`config.mk`:
```
export PLATFORM = sky130hd
export DESIGN_NAME = lin_sync_timer
export DESIGN_NICKNAME = d
export VERILOG_FILES = /design/src/rtl/lin_sync_pkg.sv /design/src/rtl/lin_edge_det.sv /design/src/rtl/lin_edge_seq.sv /design/src/rtl/lin_sync_cnt.sv /design/src/rtl/lin_sync_timer.sv
export SDC_FILE = /design/constraint.sdc
export NUM_CORES = 1
export LEC_CHECK = 0
export BUFFER_PORTS_ARGS = -buffer_cell sky130_fd_sc_hd__buf_2
export CAP_MARGIN = 10
export CELL_PAD_IN_SITES_DETAIL_PLACEMENT = 2
export CELL_PAD_IN_SITES_GLOBAL_PLACEMENT = 2
export CORE_MARGIN = 2
export CORE_UTILIZATION = 38
export DETAILED_ROUTE_END_ITERATION = 10
export PLACE_DENSITY = 0.93
export SETUP_SLACK_MARGIN = 0.5
export SYNTH_ARGS = -nofsm -noshare
export SYNTH_HDL_FRONTEND = slang
export SYNTH_SLANG_ARGS = --single-unit
```
`constraint.sdc`:
```
create_clock -name clk_i -period 4.9 [get_ports clk_i]
set_input_delay 0 -clock clk_i [delete_from_list [all_inputs] [get_ports clk_i]]
set_output_delay 0 -clock clk_i [all_outputs]
set_load 0.05 [all_outputs]
```
`src/rtl/lin_sync_pkg.sv`:
```
package lin_sync_pkg;
  localparam int EDGE_W = 4;

  typedef struct packed {
    logic [EDGE_W-1:0] stop_n;
    logic [EDGE_W-1:0] start_n;
  } cfg_t;

  localparam cfg_t CFG_RST = '{stop_n: 4'd3, start_n: 4'd2};
endpackage

```
`src/rtl/lin_edge_det.sv`:
```
module lin_edge_det #(
  parameter int SYNC_STAGES = 2
) (
  input  logic clk_i,
  input  logic rst_ni,
  input  logic rx_i,
  output logic fall_o,
  output logic rise_o
);
  logic [SYNC_STAGES-1:0] sync_q;
  logic                   prev_q;

  always_ff @(posedge clk_i or negedge rst_ni) begin
    if (!rst_ni) begin
      sync_q <= '1;
      prev_q <= 1'b1;
    end else begin
      sync_q[0] <= rx_i;
      for (int i = 1; i < SYNC_STAGES; i++) sync_q[i] <= sync_q[i-1];
      prev_q <= sync_q[SYNC_STAGES-1];
    end
  end

  assign fall_o = prev_q & ~sync_q[SYNC_STAGES-1];
  assign rise_o = ~prev_q & sync_q[SYNC_STAGES-1];
endmodule

```
`src/rtl/lin_edge_seq.sv`:
```
module lin_edge_seq #(
  parameter int EDGE_W = 4
) (
  input  logic              clk_i,
  input  logic              rst_ni,
  input  logic              arm_i,
  input  logic              fall_i,
  input  logic              rise_i,
  input  logic [EDGE_W-1:0] start_n_i,
  input  logic [EDGE_W-1:0] stop_n_i,
  input  logic              stop_rise_i,
  input  logic              run_i,
  input  logic              sat_i,
  output logic              start_hit_o,
  output logic              stop_hit_o
);
  localparam logic [EDGE_W-1:0] ONE = 1;

  logic [EDGE_W-1:0] fall_cnt_q, rise_cnt_q, fall_nx, rise_nx;
  logic              armed_q, live;

  // edge numbers saturate at the field maximum
  assign fall_nx = (fall_i && fall_cnt_q != '1) ? fall_cnt_q + ONE : fall_cnt_q;
  assign rise_nx = (rise_i && rise_cnt_q != '1) ? rise_cnt_q + ONE : rise_cnt_q;
  assign live    = armed_q & ~arm_i;

  assign start_hit_o = live & ~run_i & fall_i & (fall_nx == start_n_i);
  assign stop_hit_o  = live & run_i &
                       (stop_rise_i ? (rise_i & (rise_nx == stop_n_i))
                                    : (fall_i & (fall_nx == stop_n_i)));

  always_ff @(posedge clk_i or negedge rst_ni) begin
    if (!rst_ni) begin
      fall_cnt_q <= '0;
      rise_cnt_q <= '0;
      armed_q    <= 1'b0;
    end else if (arm_i) begin
      fall_cnt_q <= ONE;  // break's own falling edge
      rise_cnt_q <= '0;
      armed_q    <= 1'b1;
    end else if (live) begin
      fall_cnt_q <= fall_nx;
      rise_cnt_q <= rise_nx;
      if (stop_hit_o || sat_i) armed_q <= 1'b0;
    end
  end
endmodule

```
`src/rtl/lin_sync_cnt.sv`:
```
module lin_sync_cnt #(
  parameter int CNT_W = 16
) (
  input  logic             clk_i,
  input  logic             rst_ni,
  input  logic             arm_i,
  input  logic             run_at_arm_i,
  input  logic             start_hit_i,
  input  logic             stop_hit_i,
  input  logic             tick_i,
  output logic [CNT_W-1:0] cnt_o,
  output logic             run_o,
  output logic             done_o,
  output logic             ovf_o,
  output logic             sat_o
);
  localparam logic [CNT_W-1:0] ONE  = 1;
  localparam logic [CNT_W-1:0] LAST = {{(CNT_W-1){1'b1}}, 1'b0};

  logic [CNT_W-1:0] cnt_q;
  logic             run_q, done_q, ovf_q;

  assign sat_o = run_q & tick_i & (cnt_q == LAST) & ~arm_i & ~start_hit_i & ~stop_hit_i;

  always_ff @(posedge clk_i or negedge rst_ni) begin
    if (!rst_ni) begin
      cnt_q  <= '0;
      run_q  <= 1'b0;
      done_q <= 1'b0;
      ovf_q  <= 1'b0;
    end else if (arm_i) begin
      cnt_q  <= '0;
      run_q  <= run_at_arm_i;
      done_q <= 1'b0;
      ovf_q  <= 1'b0;
    end else if (start_hit_i) begin
      cnt_q <= '0;
      run_q <= 1'b1;
    end else if (stop_hit_i) begin
      run_q  <= 1'b0;
      done_q <= 1'b1;
    end else if (sat_o) begin
      cnt_q <= '1;
      run_q <= 1'b0;
      ovf_q <= 1'b1;
    end else if (run_q && tick_i) begin
      cnt_q <= cnt_q + ONE;
    end
  end

  assign cnt_o  = cnt_q;
  assign run_o  = run_q;
  assign done_o = done_q;
  assign ovf_o  = ovf_q;
endmodule

```
`src/rtl/lin_sync_timer.sv`:
```
module lin_sync_timer
  import lin_sync_pkg::*;
#(
  parameter int CNT_W       = 16,
  parameter int SYNC_STAGES = 2
) (
  input  logic             clk_i,
  input  logic             rst_ni,
  input  logic             tick_i,
  input  logic             lin_rx_i,
  input  logic             break_ok_i,
  input  logic             stop_rise_i,
  input  logic             cfg_we_i,
  input  logic [7:0]       cfg_wdata_i,
  output logic [7:0]       cfg_o,
  output logic [CNT_W-1:0] count_o,
  output logic             done_o,
  output logic             ovf_o
);
  localparam logic [EDGE_W-1:0] ARM_START_MAX = 1;

  cfg_t cfg_q;
  logic fall, rise, start_hit, stop_hit, run, sat, run_at_arm;

  always_ff @(posedge clk_i or negedge rst_ni) begin
    if (!rst_ni)       cfg_q <= CFG_RST;
    else if (cfg_we_i) cfg_q <= cfg_t'(cfg_wdata_i);
  end

  assign cfg_o      = cfg_q;
  assign run_at_arm = cfg_q.start_n <= ARM_START_MAX;

  lin_edge_det #(.SYNC_STAGES(SYNC_STAGES)) u_edge (
    .clk_i (clk_i),
    .rst_ni(rst_ni),
    .rx_i  (lin_rx_i),
    .fall_o(fall),
    .rise_o(rise)
  );

  lin_edge_seq #(.EDGE_W(EDGE_W)) u_seq (
    .clk_i      (clk_i),
    .rst_ni     (rst_ni),
    .arm_i      (break_ok_i),
    .fall_i     (fall),
    .rise_i     (rise),
    .start_n_i  (cfg_q.start_n),
    .stop_n_i   (cfg_q.stop_n),
    .stop_rise_i(stop_rise_i),
    .run_i      (run),
    .sat_i      (sat),
    .start_hit_o(start_hit),
    .stop_hit_o (stop_hit)
  );

  lin_sync_cnt #(.CNT_W(CNT_W)) u_cnt (
    .clk_i       (clk_i),
    .rst_ni      (rst_ni),
    .arm_i       (break_ok_i),
    .run_at_arm_i(run_at_arm),
    .start_hit_i (start_hit),
    .stop_hit_i  (stop_hit),
    .tick_i      (tick_i),
    .cnt_o       (count_o),
    .run_o       (run),
    .done_o      (done_o),
    .ovf_o       (ovf_o),
    .sat_o       (sat)
  );
endmodule

```
# After elaboration in Yosys (flattened, before gate mapping)
# Cells that the tools add are included.
dict set report op_classes {
  n_bitwise 21
  muxes 26
  reduce_logical 14
  eq_ne 9
  magnitude_cmp 1
  addsub 3
}
# operator n
set ops {}
lappend ops {{$mux W16} 5}
lappend ops {{$mux W4} 6}
lappend ops {{$add A16 B1 Y16 const B} 1}
lappend ops {{$eq A16 B16 Y1 const B} 1}
lappend ops {{$and A1 B1 Y1} 15}
lappend ops {{$mux W1} 15}
lappend ops {{$eq A4 B4 Y1} 3}
lappend ops {{$add A4 B1 Y4 const B} 2}
lappend ops {{$ne A4 B4 Y1 const B} 2}
lappend ops {{$reduce_bool A2 Y1} 4}
lappend ops {{$reduce_bool A4 Y1} 2}
lappend ops {{$not A1 Y1} 6}
lappend ops {{$reduce_and A2 Y1} 3}
lappend ops {{$le A4 B1 Y1 const B} 1}
lappend ops {{$ne A2 B2 Y1 const B} 2}
lappend ops {{$logic_and A1 B1 Y1} 3}
lappend ops {{$ne A3 B2 Y1 const B} 1}
lappend ops {{$reduce_and A3 Y1} 1}
lappend ops {{$logic_or A1 B1 Y1} 1}
dict set report word_totals {
  ff_bits 39
  elab_cells 85
  out_inout_bits 26
}

# Depth between registers and ports, before layout
# Gate-level depths: netlist (run 1).
dict set report depth {
  depth_word 14
  mapped_depth 9
}

# Cells and area by module
# From an unflattened synthesis (run 1), not the netlist that was laid out.
dict set report unflattened {
  cells_unflattened 235
  area_unflattened_um2 2419.8
}
# module area_each_um2 cells_per_inst seq_area_each_um2 n_inst
set by_module_without_submodules {}
lappend by_module_without_submodules {lin_sync_cnt 1098.6 116 475.5 1}
lappend by_module_without_submodules {lin_edge_seq 887.1 96 225.2 1}
lappend by_module_without_submodules {lin_sync_timer 340.3 18 203.9 1}
lappend by_module_without_submodules {lin_edge_det 93.8 5 78.8 1}

# Worst setup path after synthesis (run 1)
# Ideal clock, no wire load.
dict set report synth_path {
  path_type {register -> register}
  from {register u_cnt.cnt_q[2] (netlist: u_cnt.cnt_o[2])}
  to {register u_cnt.cnt_q[4] (netlist: u_cnt.cnt_o[4])}
  n_path_buf 3
  arrival_ns 2.290
  slack_ns 2.535
  stages_incl_launch_ff 10
  path_cell_list {dfrtp_1 -> clkbuf_2 -> and4_4 -> nand2_1 -> or4_1 -> clkbuf_1 -> nand2_1 -> buf_4 -> o21ai_0 -> a21oi_2}
}
dict set report synth_between {
  elab_chain_cells 9
}
# item line_no
set synth_rtl {}
lappend synth_rtl {{start, declared} lin_sync_cnt.sv:20} ;# logic [CNT_W-1:0] cnt_q;
lappend synth_rtl {{start signal, assigned} lin_sync_cnt.sv:47} ;# cnt_q <= cnt_q + ONE;
lappend synth_rtl {{branches (longest 9 deep; another with $add A16 B1 Y16)} n/a}
# Several ways; the timed one is not identified. The select of a mux whose other input is x is not followed.
# A chain may end at the register's enable or synchronous reset.

# Worst setup path in the final report (run 1)
dict set report layout_path {
  from {register u_seq.fall_cnt_q[0]}
  to {register u_cnt.cnt_q[10] (netlist: u_cnt.cnt_o[10])}
}
dict set report layout_between {
  elab_chain_cells 13
}
# item line_no
set layout_rtl {}
lappend layout_rtl {{start, declared} lin_edge_seq.sv:19} ;# logic [EDGE_W-1:0] fall_cnt_q, rise_cnt_q, fall_nx, rise_nx;
lappend layout_rtl {{start signal, assigned} lin_edge_seq.sv:42} ;# fall_cnt_q <= fall_nx;
lappend layout_rtl {{branches (longest 2 deep; another with $add A4 B1 Y4)} n/a}
lappend layout_rtl {{$mux W4 (*)} lin_edge_seq.sv:23} ;# assign fall_nx = (fall_i && fall_cnt_q != '1) ? fall_cnt_q + ONE : fall_cnt_q;
lappend layout_rtl {{$eq A4 B4 Y1} lin_edge_seq.sv:30} ;# : (fall_i & (fall_nx == stop_n_i)));
lappend layout_rtl {{$and A1 B1 Y1} lin_edge_seq.sv:30}
lappend layout_rtl {{$mux W1} lin_edge_seq.sv:29} ;# (stop_rise_i ? (rise_i & (rise_nx == stop_n_i))
lappend layout_rtl {{$and A1 B1 Y1} lin_edge_seq.sv:28} ;# assign stop_hit_o = live & run_i &
lappend layout_rtl {{$not A1 Y1} lin_sync_cnt.sv:23} ;# assign sat_o = run_q & tick_i & (cnt_q == LAST) & ~arm_i & ~start_hit_i & ~stop_hit_i;
lappend layout_rtl {{$and A1 B1 Y1} lin_sync_cnt.sv:23}
lappend layout_rtl {{$mux W16} lin_sync_cnt.sv:42} ;# end else if (sat_o) begin
lappend layout_rtl {{$mux W16} lin_sync_cnt.sv:39} ;# end else if (stop_hit_i) begin
lappend layout_rtl {{$mux W16} lin_sync_cnt.sv:36} ;# end else if (start_hit_i) begin
lappend layout_rtl {{$mux W16} lin_sync_cnt.sv:31} ;# end else if (arm_i) begin
# Every way passes the cells marked *. The select of a mux whose other input is x is not followed.

==> parameters.txt, run 1 <==
Parameter                              Value

Floorplan
  Site Rows ... 28
  Die footprint ... 0.00696 sq mm
  Number of primary I/O pins ... just over 40
  Die Height ... around 83 um
  Initial Utilization ... 0.400
  Standard cell core area ... 0.00599 sq mm
  Width of the die ... 83.4 um

Setup path
  Highest fanout seen on the critical path ... 20
  Data required time of the critical path ... just over 5 ns
  Largest delay share family, worst path ... simple AND/OR/NAND/NOR gates
  Buf/Inv on CP ... 1
  Worst Setup Start Kind ... flop
  Series of cell instances along the critical path ... ha_1, and3_1, o211ai_1, a21boi_0, a2111oi_4, nor2_2, inv_2, o311a_1
  Worst-path cell with the longest stage delay ... sky130_fd_sc_hd__nor2_2
  Critical path's largest stage delay ... just over 0.8 ns
  Critical path type ... flop to flop
  Worst setup EP type ... flop
  FF-to-FF path depth ... 8
  Worst R2R Setup Slack ... 1.83 ns
  Critical path depth ... 8
  CP Data Arrival Time ... 3.25 ns

Drt
  Drt first-iter violations ... between 90 and 100
  Detail-routed net length per standard cell ... a little over 20 um
  Per-cell via count in the routed design ... roughly 5.8
  Antenna viol nets, final ... 0
  Number of remaining DRC errors ... 0
  Drt first pass iters ... 4
  Wire length reported by the detailed router ... about 7400 um
  Total number of vias ... roughly 2100

Min path
  Hold/Removal Path Class ... primary input to flop
  Instance count along the most critical hold path ... 2

Cells and area
  Antenna cell count ... 0
  Number of nets in the final layout ... 307
  Share of cells above drive strength 1 ... 0.291
  Area overhead of the layout relative to synthesis ... 16.9%
  Filler Cell Count ... roughly 650

Logic synthesis
  Post-synthesis cell type count ... 57
  Net Count, Synth ... between 200 and 300
  Fraction of the mapped netlist area in simple logic gates ... 0.191
  Sequential element share of the synthesized area ... 0.410
  Largest family of logic cells by synthesized area ... compound AO/OA/AOI/OAI gates
  Share of synthesized area spent on multiplexers ... 0.0789
  Leading cell type by number of instances after synthesis ... sky130_fd_sc_hd__dfrtp_1
  Register bit total from synthesis ... 39
  Cell types with the highest counts after synthesis ... sky130_fd_sc_hd__dfrtp_1 (33), sky130_fd_sc_hd__nand2_1 (24), sky130_fd_sc_hd__a21oi_1 (14), sky130_fd_sc_hd__nor2_1 (14)
  Parity-gate share of the synthesized area counting xor and xnor cells ... 0.0512
  Post-Synthesis Cells ... 242
  Adder-cell share of the synthesized area ... 0.0209
  Total standard cell area after synthesis ... around 0.0024 sq mm
  Main flop type after synthesis ... sky130_fd_sc_hd__dfrtp_1
  Post-synth EDFFs ... 0
  Post-synthesis async set-or-reset flop share ... 1.00
  Area fraction in compound gates after synthesis ... 0.208
  Yosys synthesis warning count ... 0
  Fraction of post-synthesis cell area in the top cell type by area ... 0.345
  Mean cell area of the mapped netlist ... ~10 sq um
  Largest area contributor in the netlist ... sky130_fd_sc_hd__dfrtp_1
  Cells taking the most area after synthesis ... sky130_fd_sc_hd__dfrtp_1 (34%), sky130_fd_sc_hd__dfstp_2 (6.6%), sky130_fd_sc_hd__nand2_1 (3.8%), sky130_fd_sc_hd__a21oi_2 (3.7%), sky130_fd_sc_hd__mux2i_1 (3.3%)

Power
  Net switching power ... ~230 uW
  Part of the power in combinational logic ... 0.192
  Internal power summed over all cells ... about 480 uW
  Peak supply drop ... roughly 0.00013 V
  Total design power ... a little over 700 uW
  Clock Power Share ... 0.305
  Part of the total power dissipated in sequential elements ... 0.502
  Net switching share of the total power ... 0.322
  Leakage power ... approximately 1.2 nW
  Power per unit of standard cell area ... ~250 mW/mm^2

CTS
  Register clock-pin slew on the reported worst setup and hold paths ... around 0.090 ns
  Cells resized by post-CTS repair ... 0
  Clock tree from TritonCTS ... yes
  Number of clock sinks seen by CTS ... 39
  Worst skew pair latency ... around 0.29 ns
  Root Driver ... sky130_fd_sc_hd__clkbuf_8
  Depth of the CTS H-tree ... 2
  Number of buffers on the longest clock path ... 2
  TritonCTS buffer count ... 5

Global route
  Global-route wire length before repair ... about 12000 um
  Pin count of the biggest net entering global routing ... 40
  Number of antenna violations at the first check in global routing ... 0
  Vias in the first global route ... roughly 2300
  GRT Total Usage ... 0.220
  Overflow after GRT ... 0

Status
  Result of the run ... completed

STA
  Setup slack after layout ... 1.83 ns
  Min Clock Period, post-route ... just over 3 ns
  Setup TNS Final ... 0 ns
  Rel. slew slack ... 0.285
  Number of setup violations in the final report ... 0
  Fraction of the cycle the final worst path needs ... 0.626
  RSZ-0062 raised after global routing ... false
  Transition time at the pin with the least slew margin ... ~1.1 ns
  Final hold violations ... 0
  Slew Viols, Final ... 0
  Highest Clock Rate ... between 0.3 and 0.4 GHz
  Worst clock skew on the final layout ... just over 0.008 ns

Placement
  HPWL after detailed placement ... approximately 5100 um
  Global placer's final weighted congestion ... between 0.8 and 0.9
  PortBufs ... 40
  Worst Setup Slack post-DPL ... approximately 1.9 ns

Job
  Maximum capacitance violations ... 0
logic make-up after synthesis:
| logic type | count (synthesis) |
|---|---|
| muxes | 17 |
| adders and majority gates | 4 |
| and+or+nand+nor | 87 |
| buffers and inverters | 17 |
| DFF | 39 |
| xor gates and xnor gates | 14 |
| AOI/OAI and AO/OA | 64 |
what timing repair did:
action                                  CTS  global route
setup buffers                             0             0
endpoints found under the hold margin    42             0
endpoints found under the setup margin    0             0
hold buffers                             10             0
routing by layer:
metal / part of all wire / track usage
met5: 0 / 0
met2: 0.53 / 0.412
met1: 0.44 / 0.274
met3: 0.024 / 0.0308
met4: 0.0024 / 0.0268
cell type report:
class,instances,area [sq um],area share
clock buffers,5,68.8,0.0246
clock inverters,3,15.0,0.00536
inverters,6,22.5,0.00804
multi-input cells,186,1320,0.470
flip-flops and latches,39,983,0.351
well taps,75,93.8,0.0335
repair buffers,50,300,0.107
power groups by stage:
stage          Sequential (mW)  Combinational (mW)  Clock, mW
2_1_floorplan            0.385              0.0674          0
3_3_place_gp             0.362               0.124          0
3_5_place_dp             0.364               0.130          0
4_1_cts                  0.358               0.139      0.226
5_1_grt                  0.361               0.148      0.235
6_report                 0.358               0.137      0.218
worst paths after layout:
check	end	start
max reg2reg	u_cnt.cnt_o[10]	u_seq.fall_cnt_q[0]
max	u_cnt.cnt_o[10]	u_seq.fall_cnt_q[0]
min	u_seq.rise_cnt_q[2]	break_ok_i
min reg2reg	u_edge.sync_q[1]	u_edge.sync_q[0]
min in group asynchronous	u_seq.rise_cnt_q[3]	rst_ni
max in group asynchronous	cfg_o[0]	rst_ni
per-stage QoR:
stage	util	hold WS (ns)	instances	cell area, sq um
global route	0.468	0.0933	364	2800
detailed placement	0.437	0.109	346	2620
global placement	0.437	0.113	346	2620
floorplan	-	-0.296	242	2400
finish	0.468	0.0720	364	2800
CTS	0.468	0.0658	364	2800
state kept, by name, indices dropped and copies added, names as in the netlist:
| register | cells |
|---|---|
| u_cnt.cnt_o | 16 |
| cfg_o | 8 |
| u_seq.fall_cnt_q | 4 |
| u_seq.rise_cnt_q | 4 |
| u_edge.sync_q | 2 |
| u_cnt.done_o | 1 |
| u_cnt.ovf_o | 1 |
| u_cnt.run_o | 1 |
| u_edge.prev_q | 1 |
| u_seq.armed_q | 1 |
layout by cell type, fill, tap and decap left out, types with 2 or more instances in the layout:
master	n
sky130_fd_sc_hd__clkbuf_8	5
sky130_fd_sc_hd__o311a_1	2
sky130_fd_sc_hd__nand3_1	12
sky130_fd_sc_hd__nand2b_1	7
sky130_fd_sc_hd__dfrtp_1	33
sky130_fd_sc_hd__clkinv_2	3
sky130_fd_sc_hd__xnor2_1	7
sky130_fd_sc_hd__mux2i_1	8
sky130_fd_sc_hd__a21oi_2	10
sky130_fd_sc_hd__or2_1	2
sky130_fd_sc_hd__or4_1	3
sky130_fd_sc_hd__nand2_1	24
sky130_fd_sc_hd__mux2_4	2
sky130_fd_sc_hd__nor2_1	14
sky130_fd_sc_hd__xor2_1	7
sky130_fd_sc_hd__dlygate4sd3_1	10
sky130_fd_sc_hd__o31ai_1	6
sky130_fd_sc_hd__a2111oi_4	2
sky130_fd_sc_hd__nand3b_1	4
sky130_fd_sc_hd__ha_1	4
sky130_fd_sc_hd__a21oi_1	14
sky130_fd_sc_hd__o21ai_0	12
sky130_fd_sc_hd__or2_2	2
sky130_fd_sc_hd__buf_2	40
sky130_fd_sc_hd__nand4_1	3
sky130_fd_sc_hd__inv_1	5
sky130_fd_sc_hd__a21o_1	2
sky130_fd_sc_hd__nor3_1	3
sky130_fd_sc_hd__mux2_2	7
sky130_fd_sc_hd__a41oi_2	2
sky130_fd_sc_hd__dfstp_2	6
sky130_fd_sc_hd__and3_1	4
Note: power is estimated with default switching activity, not from simulation.
==> run 2, diff against run 1 <==
--- a/config.mk
+++ b/config.mk
@@ -10,9 +10,9 @@
 export CELL_PAD_IN_SITES_DETAIL_PLACEMENT = 2
 export CELL_PAD_IN_SITES_GLOBAL_PLACEMENT = 2
 export CORE_MARGIN = 2
-export CORE_UTILIZATION = 38
+export CORE_UTILIZATION = 32
 export DETAILED_ROUTE_END_ITERATION = 10
-export PLACE_DENSITY = 0.93
+export PLACE_DENSITY = 0.84
 export SETUP_SLACK_MARGIN = 0.5
 export SYNTH_ARGS = -nofsm -noshare
 export SYNTH_HDL_FRONTEND = slang
==> constraint.sdc (replaced) <==
create_clock -name clk_i -period 2.6 [get_ports clk_i]
set_input_delay 0 -clock clk_i [delete_from_list [all_inputs] [get_ports clk_i]]
set_output_delay 0 -clock clk_i [all_outputs]
set_load 0.05 [all_outputs]
==> run 2 against run 1 <==
Effect of this change:
- cell count is 13% higher
- global-route usage is 1.7 points lower
- sequential power is 87% higher
- die area is 18% higher
- sequential cell count stayed put
- first-iteration DRC count is 4.2% lower
- clock power is 120% higher
- wire length is 12% higher
- critical path depth is 1 higher
- via count is 4.2% higher
- clock skew is 0.0010 ns lower
- maximum frequency is 28% higher
==> parameters.txt, run 2 (synthesis results as in run 1) <==
Parameter                              Value

Status
  Result of the run ... completed

Drt
  Routed wl met3 ... between 150 and 200 um
  Highest metal layer with signal wires ... met4
  Antenna viol nets, final ... 0
  Drt first pass iters ... 4
  Detailed-routing wirelength on met1 ... around 3600 um
  Per-cell via count in the routed design ... roughly 5.3
  Wire length reported by the detailed router ... between 8000 and 9000 um
  Number of remaining DRC errors ... 0
  Total number of vias ... ~2200
  Detail Route met2 WL ... around 4400 um
  Drt first-iter violations ... 92
  Detail-routed net length per standard cell ... approximately 20 um

Cells and area
  Max reg flops ... 16
  Area overhead of the layout relative to synthesis ... 33.0%
  Final core utilization ... 0.439
  Most common cell after layout, fill and taps aside ... sky130_fd_sc_hd__buf_2
  Antenna cell count ... 0
  Number of nets in the final layout ... about 330
  Filler Cell Count ... about 790
  Count of non-filler cells in the finished layout ... just over 400
  Highest-count cells in the layout ignoring fill and taps ... sky130_fd_sc_hd__buf_2 (40), sky130_fd_sc_hd__dfrtp_1 (25), sky130_fd_sc_hd__nand2_1 (23), sky130_fd_sc_hd__buf_4 (18), sky130_fd_sc_hd__a21oi_2 (16)
  Share of cells above drive strength 1 ... 0.441

STA
  Setup TNS Final ... 0 ns
  Setup slack after layout ... roughly 0.20 ns
  Rel. slew slack ... 0.380
  RSZ-0062 raised after global routing ... true
  Slew Viols, Final ... 0
  Number of setup violations in the final report ... 0
  Final hold violations ... 0
  Fraction of the cycle the final worst path needs ... 0.924
  Min Clock Period, post-route ... 2.40 ns
  Worst clock skew on the final layout ... just over 0.007 ns
  Transition time at the pin with the least slew margin ... between 0.9 and 1 ns
  Highest Clock Rate ... roughly 0.42 GHz

Power
  Power per unit of standard cell area ... roughly 460 mW/mm^2
  Peak supply drop ... around 0.00017 V
  Leakage power ... around 1.4 nW

CTS
  Depth of the CTS H-tree ... 2
  Root Driver ... sky130_fd_sc_hd__clkbuf_8
  Worst skew pair latency ... just over 0.3 ns
  Number of clock sinks seen by CTS ... 39
  Number of buffers on the longest clock path ... 2
  TritonCTS buffer count ... 5
  Clock tree from TritonCTS ... yes
  Register clock-pin slew on the reported worst setup and hold paths ... around 0.080 ns

Min path
  Instance count along the most critical hold path ... 2
  Min-Delay Endpoint ... cfg_o[7]
  Hold/Removal Path Class ... primary input to flop
  Hold path start ... cfg_we_i

Global route
  Number of antenna violations at the first check in global routing ... 0
  GRT Total Usage ... 0.203
  Pin count of the biggest net entering global routing ... 40
  Overflow after GRT ... 0
  Global-route wire length before repair ... between 10000 and 15000 um
  Vias in the first global route ... around 2500

Floorplan
  Standard cell core area ... 0.00725 sq mm
  Initial Utilization ... 0.330
  Number of primary I/O pins ... roughly 40
  Die footprint ... between 0.008 and 0.009 sq mm
  Width of the die ... ~91 um
  Die Height ... roughly 90 um
  Site Rows ... 31

Placement
  Total placed cells including tap cells ... ~380
  Worst Setup Slack post-DPL ... 0.116 ns
  HPWL after detailed placement ... between 5000 and 6000 um
  PortBufs ... 40
  Global placer's final weighted congestion ... just under 0.8

Setup path
  Worst R2R Setup Slack ... 0.20 ns
  Worst setup EP type ... flop
  Critical path type ... flop to flop
  Data required time of the critical path ... between 2 and 3 ns
  Worst r2r src ... u_edge.prev_q
  Worst Setup Start Kind ... flop
  CP Data Arrival Time ... 2.60 ns
  FF-to-FF path depth ... 9
  Highest fanout seen on the critical path ... 6
  Setup crit start ... u_edge.prev_q
  End of the worst register-to-register path ... u_cnt.cnt_o[10]

Job
  Maximum capacitance violations ... 0
==> run 2: cell count changes in the layout (fill, tap and decap cells not counted), sizes merged <==
cell and delta:
buf +24, clkinv -3, clkbuf +3
==> run 2: layout make-up <==
class	count	area (sq um)	area share
sequential	39	993	0.312
timing repair buffer	74	503	0.158
inverter	6	22.5	0.00707
clock buffer	8	100	0.0314
multi-input combinational	186	1440	0.453
tap	99	124	0.0389
==> run 2: what timing repair did <==
item / in CTS / in global routing
setup buffers: 7 / 2
resized for setup: 19 / 16
pin swaps: 4 / 6
cloned: 1 / 0
setup endpoints to repair: 19 / 20
hold endpoints to repair: 42 / 0
hold buffers: 10 / 0
==> run 2: power breakdown <==
| group | internal (mW) | switching (mW) |
|---|---|---|
| clock network | 0.242 | 0.233 |
| logic | 0.124 | 0.188 |
| registers | 0.636 | 0.0353 |
==> run 2: critical path, stage by stage (launching register included) <==
cell and delay, ns:
sky130_fd_sc_hd__dfstp_2 0.59, sky130_fd_sc_hd__nand3b_1 0.15, sky130_fd_sc_hd__mux2_4 0.31, sky130_fd_sc_hd__or2_4 0.27
sky130_fd_sc_hd__a2111oi_4 0.29, sky130_fd_sc_hd__buf_4 0.20, sky130_fd_sc_hd__nor3_4 0.05, sky130_fd_sc_hd__buf_6 0.15
sky130_fd_sc_hd__a21o_1 0.15, sky130_fd_sc_hd__o311a_1 0.12
==> run 2: worst max-delay path by stage <==
| stage | depth (start not counted) | to |
|---|---|---|
| floorplan | 9 | u_cnt.cnt_o[4] |
| global placement | 8 | u_cnt.cnt_o[10] |
| detailed placement | 8 | u_cnt.cnt_o[11] |
| CTS | 9 | u_cnt.cnt_o[10] |
| global route | 9 | u_cnt.cnt_o[10] |
| finish | 9 | u_cnt.cnt_o[10] |
==> run 2: per-stage QoR <==
stage               hold slack, ns  area [sq um]  total power [mW]
finish                      0.0411          3190              1.46
global route                0.0529          3190              1.53
CTS                         0.0491          3100              1.46
detailed placement           0.108          2770             0.953
global placement             0.107          2770             0.940
floorplan                   -0.296          2430             0.856
==> run 2: per-layer routing <==
metal,vias to the layer above,track usage
li1,1022,-
met1,1133,0.252
met2,28,0.365
met3,7,0.0284
met4,0,0.0603
met5,-,0
==> run 3, diff against run 2 <==
--- a/config.mk
+++ b/config.mk
@@ -12,7 +12,7 @@
 export CORE_MARGIN = 2
 export CORE_UTILIZATION = 32
 export DETAILED_ROUTE_END_ITERATION = 10
-export PLACE_DENSITY = 0.84
+export PLACE_DENSITY = 0.82
 export SETUP_SLACK_MARGIN = 0.5
 export SYNTH_ARGS = -nofsm -noshare
 export SYNTH_HDL_FRONTEND = slang
==> run 3 against run 2 <==
Effect of this change:
- cell count increased by 0.73%
- clock power shrank 13%
- utilization increased by 0.21 points
- non-clock buffer count rose by 3
- global-route usage fell by 0.94 points
- sequential share of layout area down 0.15 points
- register-to-register slack improved by 0.04 ns
- first-iteration DRC count decreased by 20%
- maximum frequency rose by 1.5%
==> parameters.txt, run 3 (synthesis results as in run 1) <==
Parameter                              Value

STA
  Number of setup violations in the final report ... 0
  Final-layout worst hold slack ... around 0.063 ns
  Transition time at the pin with the least slew margin ... about 0.93 ns
  Highest Clock Rate ... ~0.42 GHz
  RSZ-0062 raised after global routing ... true
  Fraction of the cycle the final worst path needs ... 0.911
  Worst clock skew on the final layout ... ~0.011 ns
  Final hold violations ... 0
  Slew Viols, Final ... 0
  Rel. slew slack ... 0.380
  Setup TNS Final ... 0 ns
  Min Clock Period, post-route ... between 2 and 2.5 ns

Global route
  Vias in the first global route ... 2372
  Overflow after GRT ... 0
  Pin count of the biggest net entering global routing ... 40
  Global-route wire length before repair ... about 13000 um
  GRT Total Usage ... 0.194
  Number of antenna violations at the first check in global routing ... 0

Cells and area
  Highest-count cells in the layout ignoring fill and taps ... sky130_fd_sc_hd__buf_2 (40), sky130_fd_sc_hd__dfrtp_1 (25), sky130_fd_sc_hd__nand2_1 (24), sky130_fd_sc_hd__a21oi_2 (18), sky130_fd_sc_hd__buf_4 (17)
  Most common cell after layout, fill and taps aside ... sky130_fd_sc_hd__buf_2
  Max reg flops ... 16
  Filler Cell Count ... approximately 800
  Antenna cell count ... 0
  Area overhead of the layout relative to synthesis ... 33.6%
  Post-route cell area ... ~0.0032 sq mm
  Share of cells above drive strength 1 ... 0.434
  Number of nets in the final layout ... approximately 330

Drt
  Detail Route met2 WL ... between 4000 and 5000 um
  Detailed-routing wirelength on met1 ... around 3600 um
  Drt first-iter violations ... 74
  Per-cell via count in the routed design ... approximately 5.3
  Detail-routed net length per standard cell ... 20.0 um
  Highest metal layer with signal wires ... met4
  Antenna viol nets, final ... 0
  Routed wl met3 ... 163 um
  Total number of vias ... ~2200
  Wire length reported by the detailed router ... ~8300 um
  Drt first pass iters ... 4
  Number of remaining DRC errors ... 0

CTS
  Root Driver ... sky130_fd_sc_hd__clkbuf_8
  TritonCTS buffer count ... 5
  Clock tree from TritonCTS ... yes
  Number of clock sinks seen by CTS ... 39
  Number of buffers on the longest clock path ... 2
  Register clock-pin slew on the reported worst setup and hold paths ... approximately 0.08 ns
  Worst skew pair latency ... around 0.30 ns
  Depth of the CTS H-tree ... 2

Setup path
  Critical path type ... flop to flop
  Highest fanout seen on the critical path ... 6
  CP Data Arrival Time ... 2.56 ns
  Data required time of the critical path ... around 2.8 ns
  Worst Setup Start Kind ... flop
  Worst setup EP type ... flop

Placement
  Placed inst area ... around 0.0028 sq mm
  PortBufs ... 40
  Global placer's final weighted congestion ... about 0.75
  HPWL after detailed placement ... 5160 um

Floorplan
  Die Height ... 90.5 um
  Die footprint ... 0.00820 sq mm
  Standard cell core area ... between 0.007 and 0.008 sq mm
  Initial Utilization ... 0.330
  Site Rows ... 31
  Width of the die ... between 90 and 100 um
  Number of primary I/O pins ... 41

Power
  Power per unit of standard cell area ... about 440 mW/mm^2
  Peak supply drop ... between 0.00015 and 0.0002 V
  Leakage power ... between 1 and 1.5 nW

Status
  Result of the run ... completed

Job
  Maximum capacitance violations ... 0

Min path
  Hold/Removal Path Class ... primary input to flop
run 3: cell types whose count changed in the layout (fill, tap and decap cells not counted), moves of 2 or more:
cell	previous run	this run
sky130_fd_sc_hd__buf_6	6	9
sky130_fd_sc_hd__clkbuf_8	7	5
sky130_fd_sc_hd__clkbuf_1	1	3
sky130_fd_sc_hd__a21oi_2	16	18
run 3: power breakdown:
| part | total (mW) | switching (mW) | internal, mW |
|---|---|---|---|
| clock network | 0.415 | 0.224 | 0.191 |
| registers | 0.672 | 0.0357 | 0.636 |
| logic | 0.315 | 0.189 | 0.127 |
| total | 1.40 | 0.448 | 0.954 |
run 3: repair_timing:
action / in CTS / in global routing
pin swaps: 10 / 7
hold buffers: 10 / 0
setup buffers: 7 / 5
setup endpoints to repair: 19 / 20
hold endpoints to repair: 42 / 0
gates cloned: 1 / 0
gates resized for setup: 22 / 16
run 3: layout make-up:
| class | count | area, sq um | share of cell area |
|---|---|---|---|
| Sequential cell | 39 | 993 | 0.310 |
| Clock buffer | 8 | 80.1 | 0.0250 |
| Tap cell | 99 | 124 | 0.0387 |
| Inverter | 6 | 22.5 | 0.00704 |
| Timing Repair Buffer | 77 | 544 | 0.170 |
| Multi-Input combinational cell | 186 | 1440 | 0.449 |
run 3: final timing paths:
path,start,end,slack (ns),cells after the start
min in group asynchronous,rst_ni,u_cnt.done_o,0.38,2
min,cfg_we_i,cfg_o[7],0.06,2
max in group asynchronous,rst_ni,u_cnt.cnt_o[2],1.57,2
max reg2reg,u_seq.fall_cnt_q[1],u_cnt.cnt_o[7],0.23,10
min reg2reg,u_edge.sync_q[0],u_edge.sync_q[1],0.36,0
max,u_seq.fall_cnt_q[1],u_cnt.cnt_o[7],0.23,10
run 3: per-layer routing:
layer  GRT usage  vias up
li1            -     1024
met1       0.240     1119
met2       0.350       31
met3      0.0250        7
met4      0.0577        0
met5           0        -
run 3: per-stage QoR:
| step | power, mW | setup slack (ns) | std cells | util |
|---|---|---|---|---|
| after floorplan | 0.856 | 0.331 | 242 | - |
| after global placement | 0.940 | 0.201 | 384 | 0.382 |
| after global routing | 1.47 | 0.128 | 415 | 0.441 |
| after detailed placement | 0.951 | 0.132 | 384 | 0.382 |
| after CTS | 1.39 | 0.219 | 410 | 0.427 |
| final | 1.40 | 0.232 | 415 | 0.441 |
run 3: critical path, cell delays in order (launching register included):
cell,delay [ns]
sky130_fd_sc_hd__dfrtp_1,0.42
sky130_fd_sc_hd__ha_4,0.19
sky130_fd_sc_hd__nand3b_1,0.12
sky130_fd_sc_hd__mux2_4,0.33
sky130_fd_sc_hd__or2_4,0.24
sky130_fd_sc_hd__a2111oi_4,0.30
sky130_fd_sc_hd__buf_6,0.18
sky130_fd_sc_hd__nor3_4,0.05
sky130_fd_sc_hd__buf_6,0.15
sky130_fd_sc_hd__a21o_1,0.16
sky130_fd_sc_hd__o211a_1,0.12
